===== src/rtl/trc_pkg.sv =====
package trc_pkg;
  typedef enum logic [2:0] {
    FL_IDLE = 3'b000,
    FL_SEQ  = 3'b001,
    FL_DIR  = 3'b011,
    FL_IND  = 3'b101,
    FL_VSR  = 3'b110,
    FL_VSF  = 3'b111
  } flow_e;

  typedef enum logic [1:0] {
    K_SEQ  = 2'b00,
    K_DIR  = 2'b01,
    K_IND  = 2'b10,
    K_NTK  = 2'b11
  } kind_e;

  localparam logic [1:0] LF_NONE = 2'b00;
  localparam logic [1:0] LF_DONE = 2'b01;
  localparam logic [1:0] LF_DBG  = 2'b11;
endpackage


===== src/rtl/trc_dbg_track.sv =====
module trc_dbg_track (
  input  logic clk,
  input  logic rst_n,
  input  logic dbg_mode,
  input  logic vsync,
  output logic dbg_q,
  output logic exit_evt,
  output logic vs_moved
);
  logic dbg_d;
  logic vs_ent_q, vs_ent_d;
  logic entry_evt;

  always_comb begin
    entry_evt = dbg_mode & ~dbg_q;
    exit_evt  = ~dbg_mode & dbg_q;
    dbg_d     = dbg_mode;
    vs_ent_d  = entry_evt ? vsync : vs_ent_q;
    vs_moved  = vsync ^ vs_ent_q;
  end

  always_ff @(posedge clk or negedge rst_n) begin
    if (!rst_n) begin
      dbg_q    <= 1'b0;
      vs_ent_q <= 1'b0;
    end else begin
      dbg_q    <= dbg_d;
      vs_ent_q <= vs_ent_d;
    end
  end

  // The sampled level stays fixed for the whole halt.
  AST_VS_HELD: assert property (@(posedge clk) disable iff (!rst_n)
    (dbg_mode && dbg_q) |=> $stable(vs_ent_q)) else $error("AST_VS_HELD");
endmodule


===== src/rtl/trc_code_sel.sv =====
module trc_code_sel
  import trc_pkg::*;
(
  input  logic       cmp_valid,
  input  logic [1:0] cmp_kind,
  input  logic       cmp_special,
  input  logic       dbg_mode,
  input  logic       exit_evt,
  input  logic       vs_moved,
  input  logic       vsync,
  output logic [2:0] flow_nx,
  output logic [1:0] lf_nx,
  output logic       attr_nx
);
  always_comb begin
    flow_nx = FL_IDLE;
    lf_nx   = LF_NONE;
    attr_nx = 1'b0;
    if (dbg_mode) begin
      lf_nx = LF_DBG;
    end else if (exit_evt) begin
      attr_nx = 1'b1;
      if (vs_moved) flow_nx = vsync ? FL_VSR : FL_VSF;
      else          flow_nx = FL_IND;
    end else if (cmp_valid) begin
      lf_nx = LF_DONE;
      if (cmp_special || cmp_kind == K_IND) begin
        flow_nx = FL_IND;
        attr_nx = 1'b1;
      end else if (cmp_kind == K_DIR) begin
        flow_nx = FL_DIR;
      end else begin
        flow_nx = FL_SEQ;
      end
    end
  end
endmodule


===== src/rtl/trc_out_reg.sv =====
module trc_out_reg #(
  parameter int AW = 32
) (
  input  logic          clk,
  input  logic          rst_n,
  input  logic [2:0]    flow_nx,
  input  logic [1:0]    lf_nx,
  input  logic          attr_nx,
  input  logic [AW-1:0] addr_in,
  output logic [2:0]    flow_q,
  output logic [1:0]    lf_q,
  output logic          attr_q,
  output logic [AW-1:0] addr_q
);
  logic          addr_en;
  logic [AW-1:0] addr_d;

  always_comb begin
    addr_en = attr_nx;
    addr_d  = addr_en ? addr_in : addr_q;
  end

  always_ff @(posedge clk or negedge rst_n) begin
    if (!rst_n) begin
      flow_q <= 3'b000;
      lf_q   <= 2'b00;
      attr_q <= 1'b0;
      addr_q <= '0;
    end else begin
      flow_q <= flow_nx;
      lf_q   <= lf_nx;
      attr_q <= attr_nx;
      addr_q <= addr_d;
    end
  end
endmodule


===== src/rtl/trace_status_enc.sv =====
module trace_status_enc
  import trc_pkg::*;
#(
  parameter int AW = 32
) (
  input  logic          clk,
  input  logic          rst_n,
  input  logic          cmp_valid,
  input  logic [1:0]    cmp_kind,
  input  logic          cmp_special,
  input  logic          dbg_mode,
  input  logic          vsync,
  input  logic [AW-1:0] nxt_addr,
  output logic [2:0]    flow_st,
  output logic [1:0]    lf_st,
  output logic          tr_attr,
  output logic [AW-1:0] tr_addr
);
  logic       dbg_q, exit_evt, vs_moved;
  logic [2:0] flow_nx;
  logic [1:0] lf_nx;
  logic       attr_nx;

  trc_dbg_track u_track (
    .clk      (clk),
    .rst_n    (rst_n),
    .dbg_mode (dbg_mode),
    .vsync    (vsync),
    .dbg_q    (dbg_q),
    .exit_evt (exit_evt),
    .vs_moved (vs_moved)
  );

  trc_code_sel u_sel (
    .cmp_valid   (cmp_valid),
    .cmp_kind    (cmp_kind),
    .cmp_special (cmp_special),
    .dbg_mode    (dbg_mode),
    .exit_evt    (exit_evt),
    .vs_moved    (vs_moved),
    .vsync       (vsync),
    .flow_nx     (flow_nx),
    .lf_nx       (lf_nx),
    .attr_nx     (attr_nx)
  );

  trc_out_reg #(.AW(AW)) u_out (
    .clk     (clk),
    .rst_n   (rst_n),
    .flow_nx (flow_nx),
    .lf_nx   (lf_nx),
    .attr_nx (attr_nx),
    .addr_in (nxt_addr),
    .flow_q  (flow_st),
    .lf_q    (lf_st),
    .attr_q  (tr_attr),
    .addr_q  (tr_addr)
  );

  AST_DBG_STATUS: assert property (@(posedge clk) disable iff (!rst_n)
    dbg_mode |=> (flow_st == 3'b000 && lf_st == 2'b11 && !tr_attr)) else $error("AST_DBG_STATUS");
  AST_IDLE_QUIET: assert property (@(posedge clk) disable iff (!rst_n)
    (!cmp_valid && !dbg_mode && !dbg_q) |=> (flow_st == 3'b000 && lf_st == 2'b00)) else $error("AST_IDLE_QUIET");
  AST_SPECIAL_IND: assert property (@(posedge clk) disable iff (!rst_n)
    (cmp_valid && cmp_special && !dbg_mode && !dbg_q) |=> (flow_st == 3'b101 && tr_attr)) else $error("AST_SPECIAL_IND");
  AST_EXIT_MARK: assert property (@(posedge clk) disable iff (!rst_n)
    (dbg_q && !dbg_mode) |=> (tr_attr && flow_st[2] && lf_st == 2'b00)) else $error("AST_EXIT_MARK");
  AST_ATTR_CODE: assert property (@(posedge clk) disable iff (!rst_n)
    tr_attr |-> flow_st[2] && flow_st != 3'b100) else $error("AST_ATTR_CODE");
  AST_ADDR_TRACK: assert property (@(posedge clk) disable iff (!rst_n)
    tr_attr |-> tr_addr == $past(nxt_addr)) else $error("AST_ADDR_TRACK");
endmodule


===== config.mk =====
export PLATFORM = sky130hd
export DESIGN_NAME = trace_status_enc
export DESIGN_NICKNAME = d
export VERILOG_FILES = /design/src/rtl/trc_pkg.sv /design/src/rtl/trc_dbg_track.sv /design/src/rtl/trc_code_sel.sv /design/src/rtl/trc_out_reg.sv /design/src/rtl/trace_status_enc.sv
export SDC_FILE = /design/constraint.sdc
export NUM_CORES = 1
export LEC_CHECK = 0
export ABC_AREA = 1
export BUFFER_PORTS_ARGS = -buffer_cell sky130_fd_sc_hd__buf_2
export CORE_MARGIN = 10
export CORE_UTILIZATION = 48
export DETAILED_ROUTE_END_ITERATION = 8
export PLACE_DENSITY = 0.84
export SYNTH_ARGS = -nofsm -noshare
export SYNTH_HDL_FRONTEND = slang
export SYNTH_SLANG_ARGS = --single-unit

===== constraint.sdc =====
create_clock -name clk -period 2.8 [get_ports clk]
set_clock_uncertainty 0.05 [all_clocks]
set_input_delay 0.42 -clock clk [delete_from_list [all_inputs] [get_ports clk]]
set_output_delay 0.42 -clock clk [all_outputs]
set_load 0.005 [all_outputs]

# [Word-level counts from Yosys, hierarchy flattened]
# Cells that the tools add are included.
# W data, S select, Z words.
[op_classes] eq_ne=2 n_mux=14 bitwise_logic=5 reduce_logical=1
[ops] op="$mux W3" n=5
[ops] op="$mux W1" n=6
[ops] op="$mux W2" n=3
[ops] op="$and A1 B1 Y1" n=2
[ops] op="$eq A2 B1 Y1 const B" n=1
[ops] op="$eq A2 B2 Y1 const B" n=1
[ops] op="$not A1 Y1" n=2
[ops] op="$logic_or A1 B1 Y1" n=1
[ops] op="$xor A1 B1 Y1" n=1
[word_totals] reg_bits=40 inputBits=40 out_inout_bits=38 word_cells=28

# [Depth between registers and ports, before layout]
[logic_depth] word_depth=6 mapped_depth=7 ltp_nobuf=6

# [By module]
# A second synthesis with hierarchy kept.
[hier_totals] cells_unflattened=168 hier_area_um2=1615.3
[modules_own_cells] mod="trc_out_reg" n_inst=1 cells_each=142 area_per_inst_um2=1442.6 seq_area_each_um2=950.9
[modules_own_cells] mod="trc_code_sel" n_inst=1 cells_each=17 area_per_inst_um2=90.1 seq_area_each_um2=0.0
[modules_own_cells] mod="trc_dbg_track" n_inst=1 cells_each=9 area_per_inst_um2=82.6 seq_area_each_um2=50.0

# [Worst setup path after synthesis]
# No wires, ideal clock.
[synth_timing] path_kind="in2reg" start="input port cmp_valid" end="register u_out.addr_q[16]" setup_time_ps=117 arrival_ps=954 t_required_ps=2633 path_slack_ps=1680 stages=6 path_buffers=1 path_cell_list="inv_1 nor2_4 nand3_4 buf_2 nand3_1 nand2_1"
[synth_between] elab_chain_len=3
[synth_rtl] element="from (decl)" line_no="trace_status_enc.sv:8" text="input logic cmp_valid,"
[synth_rtl] element="$mux W1" line_no="trc_code_sel.sv:25" text="end else if (cmp_valid) begin"
[synth_rtl] element="$mux W1" line_no="trc_code_sel.sv:21" text="end else if (exit_evt) begin"
[synth_rtl] element="$mux W1" line_no="trc_code_sel.sv:19" text="if (dbg_mode) begin"
[synth_rtl] element="to (signal assigned)" line_no="trc_out_reg.sv:33" text="addr_q <= addr_d;"
[synth_rtl] element="to (decl)" line_no="trc_out_reg.sv:13" text="output logic [AW-1:0] addr_q"
# No other way between the ends.
# A chain may end at the register's enable or synchronous reset.

==> results.sh <==
export IMPL_core_um2=3080
export IMPL_detailedPlacementHpwl_um=2960
export IMPL_synth_nets=206
export IMPL_crit_path_start="u_out.lf_q[1]$_DFF_PN0_"
export IMPL_crit_family="simple AND/OR/NAND/NOR gates"
export IMPL_antenna_left=0
export IMPL_syn_inst=165
export IMPL_yosysMostFrequentCell="nand2_1"
export IMPL_cts_max_level=2
export IMPL_ys_warn_count=0
export IMPL_synth_distinct_cells=15
export IMPL_area_sequential_um2=951
export IMPL_ys_flop_type="dfrtp_1"
export IMPL_slowest_stage="dfrtp_1"
export IMPL_rows=20
export IMPL_r2r_start="u_out.lf_q[1]$_DFF_PN0_"
export IMPL_grt_use_total_pct=13.0
export IMPL_path_depth=4
export IMPL_antenna_found_initial=0
export IMPL_syn_area_um2=1570
export IMPL_routed_wl_um=4060
export IMPL_p_leak_nw=1.16
export IMPL_avgSynthCellArea_um2=9.49
export IMPL_slew_headroom_pct=45.5
export IMPL_nets=279
export IMPL_reg2regPathDepth=4
export IMPL_drt_vias_per_instance=4.72
export IMPL_crit_buf_inv=0
export IMPL_clk_latency_ns=0.33
export IMPL_yosysTopAreaCell="dfrtp_1"
export IMPL_die_area_um2=5950
export IMPL_drive_gt1_share_pct=37.7
export IMPL_pwr_density_cell_nw_per_um2=603
export IMPL_endpoint="u_out.addr_q[17]$_DFFE_PN0P_"
export IMPL_remaining_drc_errors=0
export IMPL_avgRoutedWirePerCell_um=14.3
export IMPL_grt_max_degree=39
export IMPL_drt_iter0_drc=150
export IMPL_cap_viol_max_count=0
export IMPL_synth_area_leaders="dfrtp_1, nand2_1, nand3_1, buf_4, buf_6"
export IMPL_crit_required_ns=2.99
export IMPL_grt_ovfl_total=0
export IMPL_hold_path_class="primary input to async pin"
export IMPL_place_area_um2=1920
export IMPL_tightest_slew_ns=0.817
export IMPL_cts_sinks=38
export IMPL_gp_congestion=0.771
export IMPL_synth_top_area_share_pct=60.8
export IMPL_fp_dieW_um=77.1
export IMPL_ys_ff_latch=38
export IMPL_clk_pin_slew_ns=0.12
export IMPL_synth_edff_count=0
export IMPL_start_kind="flop"
export IMPL_synthArstFlopShare_pct=100
export IMPL_rsz0062_at_grt="false"
export IMPL_area_growth_pct=26.7
export IMPL_irDropWorstVdd_uv=284
export IMPL_critPathKind="flop to flop"
export IMPL_dr_pass1_iters=4
export IMPL_ys_seq_area_share_pct=60.8
export IMPL_final_hold_viol_count=0
export IMPL_multi_input_area_um2=509
export IMPL_grt_pass1_vias=1288
export IMPL_clock_fmax_mhz=704
export IMPL_timing_rr_end="u_out.addr_q[17]$_DFFE_PN0P_"
export IMPL_hold_buffers=0
export IMPL_fill_cells=274
export IMPL_cts_root_buf="clkbuf_4"
export IMPL_ys_top_cells_by_count="nand2_1, dfrtp_1, nand3_1"
export IMPL_critPathCaptureType="flop"
export IMPL_path_max_fanout=36
export IMPL_worstPathArrival_ns=1.61
export IMPL_io_buffers=77
export IMPL_grt_pass1_wl_um=6380
export IMPL_io_pin_count=78
export IMPL_maxSlewViolCount=0
export IMPL_cts_buffers=5
export IMPL_regToRegSetupSlack_ns=1.38
export IMPL_min_period_ns=1.42
export IMPL_setup_tns_ns=0
export IMPL_post_cts_setup_buffer_count=0
export IMPL_num_vias=1335
export IMPL_final_area_um2=1980
export IMPL_cts_max_path_buffers=2
export IMPL_diodes=0
export IMPL_die_h_um=77.1
export IMPL_cts_resized=0
export IMPL_start_util_pct=50.9
export IMPL_finalCritPeriodShare_pct=50.7
export IMPL_status="completed"
export IMPL_cp_cell_sequence="nand2_4 -> nand2_4 -> nand2_1 -> nand2_1"
export IMPL_finalSetupViolCount=0
export IMPL_cts_tree="yes"
export IMPL_max_stage_delay_ns=0.44
-- where the power goes --
part | leakage [nW] | internal (mW) | switching, mW
registers | 0.466 | 0.621 | 0.0384
logic | 0.657 | 0.108 | 0.127
clock network | 0.0343 | 0.121 | 0.180
-- area by class of cell --
class | count | area share (%)
sequential | 38 | 47.9
multi-input combinational | 111 | 25.7
timing repair buffer | 77 | 19.4
tap | 44 | 2.78
clock buffer | 6 | 2.59
inverter | 5 | 0.946
clock inverter | 2 | 0.631
-- layer usage --
layer  global-route usage [%]  share of wire (%)  vias to the layer above
li1                         -                  -                      667
met1                     17.2                 46                      604
met2                     18.8                 45                       60
met3                     4.55                7.9                        4
met4                     5.47                1.1                        0
met5                        0                  0                        -
-- sequential cells by signal (all words and copies together) (netlist names) --
signal / flops
u_track.vs_ent_q: 1
u_out.addr_q: 32
u_out.flow_q: 3
u_out.lf_q: 2
-- per-stage QoR --
stage	power, mW	hold WS, ns	utilization (%)	instances	setup slack [ns]
final	1.20	0.113	64.4	283	1.38
after CTS	1.21	0.132	64.4	283	1.38
after global routing	1.28	0.155	64.4	283	1.27
after floorplan	0.784	0.0744	-	165	1.68
after global placement	0.902	0.434	62.4	275	1.12
after detailed placement	0.911	0.438	62.4	275	1.09
-- cell families (layout without fill, tap and decap cells) --
group           count (synthesis)  after routing  synth area share (%)
flops                          38             38                  60.8
compound gates                  4              4                  1.36
simple gates                  106            106                  30.4
buf+inv                        16             90                  6.71
fa+ha+maj                       1              1                 0.799
-- worst min-delay path by stage --
| stage | endpoint | slack [ns] | cells after the start |
|---|---|---|---|
| 2_1_floorplan | u_out.addr_q[0]$_DFFE_PN0P_ | 0.07 | 0 |
| 6_report | u_out.lf_q[0]$_DFF_PN0_ | 0.11 | 1 |
| 4_1_cts | u_out.addr_q[18]$_DFFE_PN0P_ | 0.13 | 1 |
| 3_5_place_dp | u_out.addr_q[23]$_DFFE_PN0P_ | 0.44 | 2 |
| 5_1_grt | u_out.lf_q[0]$_DFF_PN0_ | 0.16 | 1 |
| 3_3_place_gp | u_out.addr_q[17]$_DFFE_PN0P_ | 0.43 | 2 |
-- cell usage in the layout, fill, tap and decap left out, drive strengths merged --
cell / Yosys / layout
buf: 11 / 77
clkbuf: 0 / 6
clkinv: 0 / 1
clkinvlp: 0 / 1
dfrtp: 38 / 38
ha: 1 / 1
inv: 5 / 5
nand2: 70 / 70
nand3: 34 / 34
nor2: 2 / 2
o21ai: 3 / 3
o22ai: 1 / 1
(Power assumes the default switching activity.)
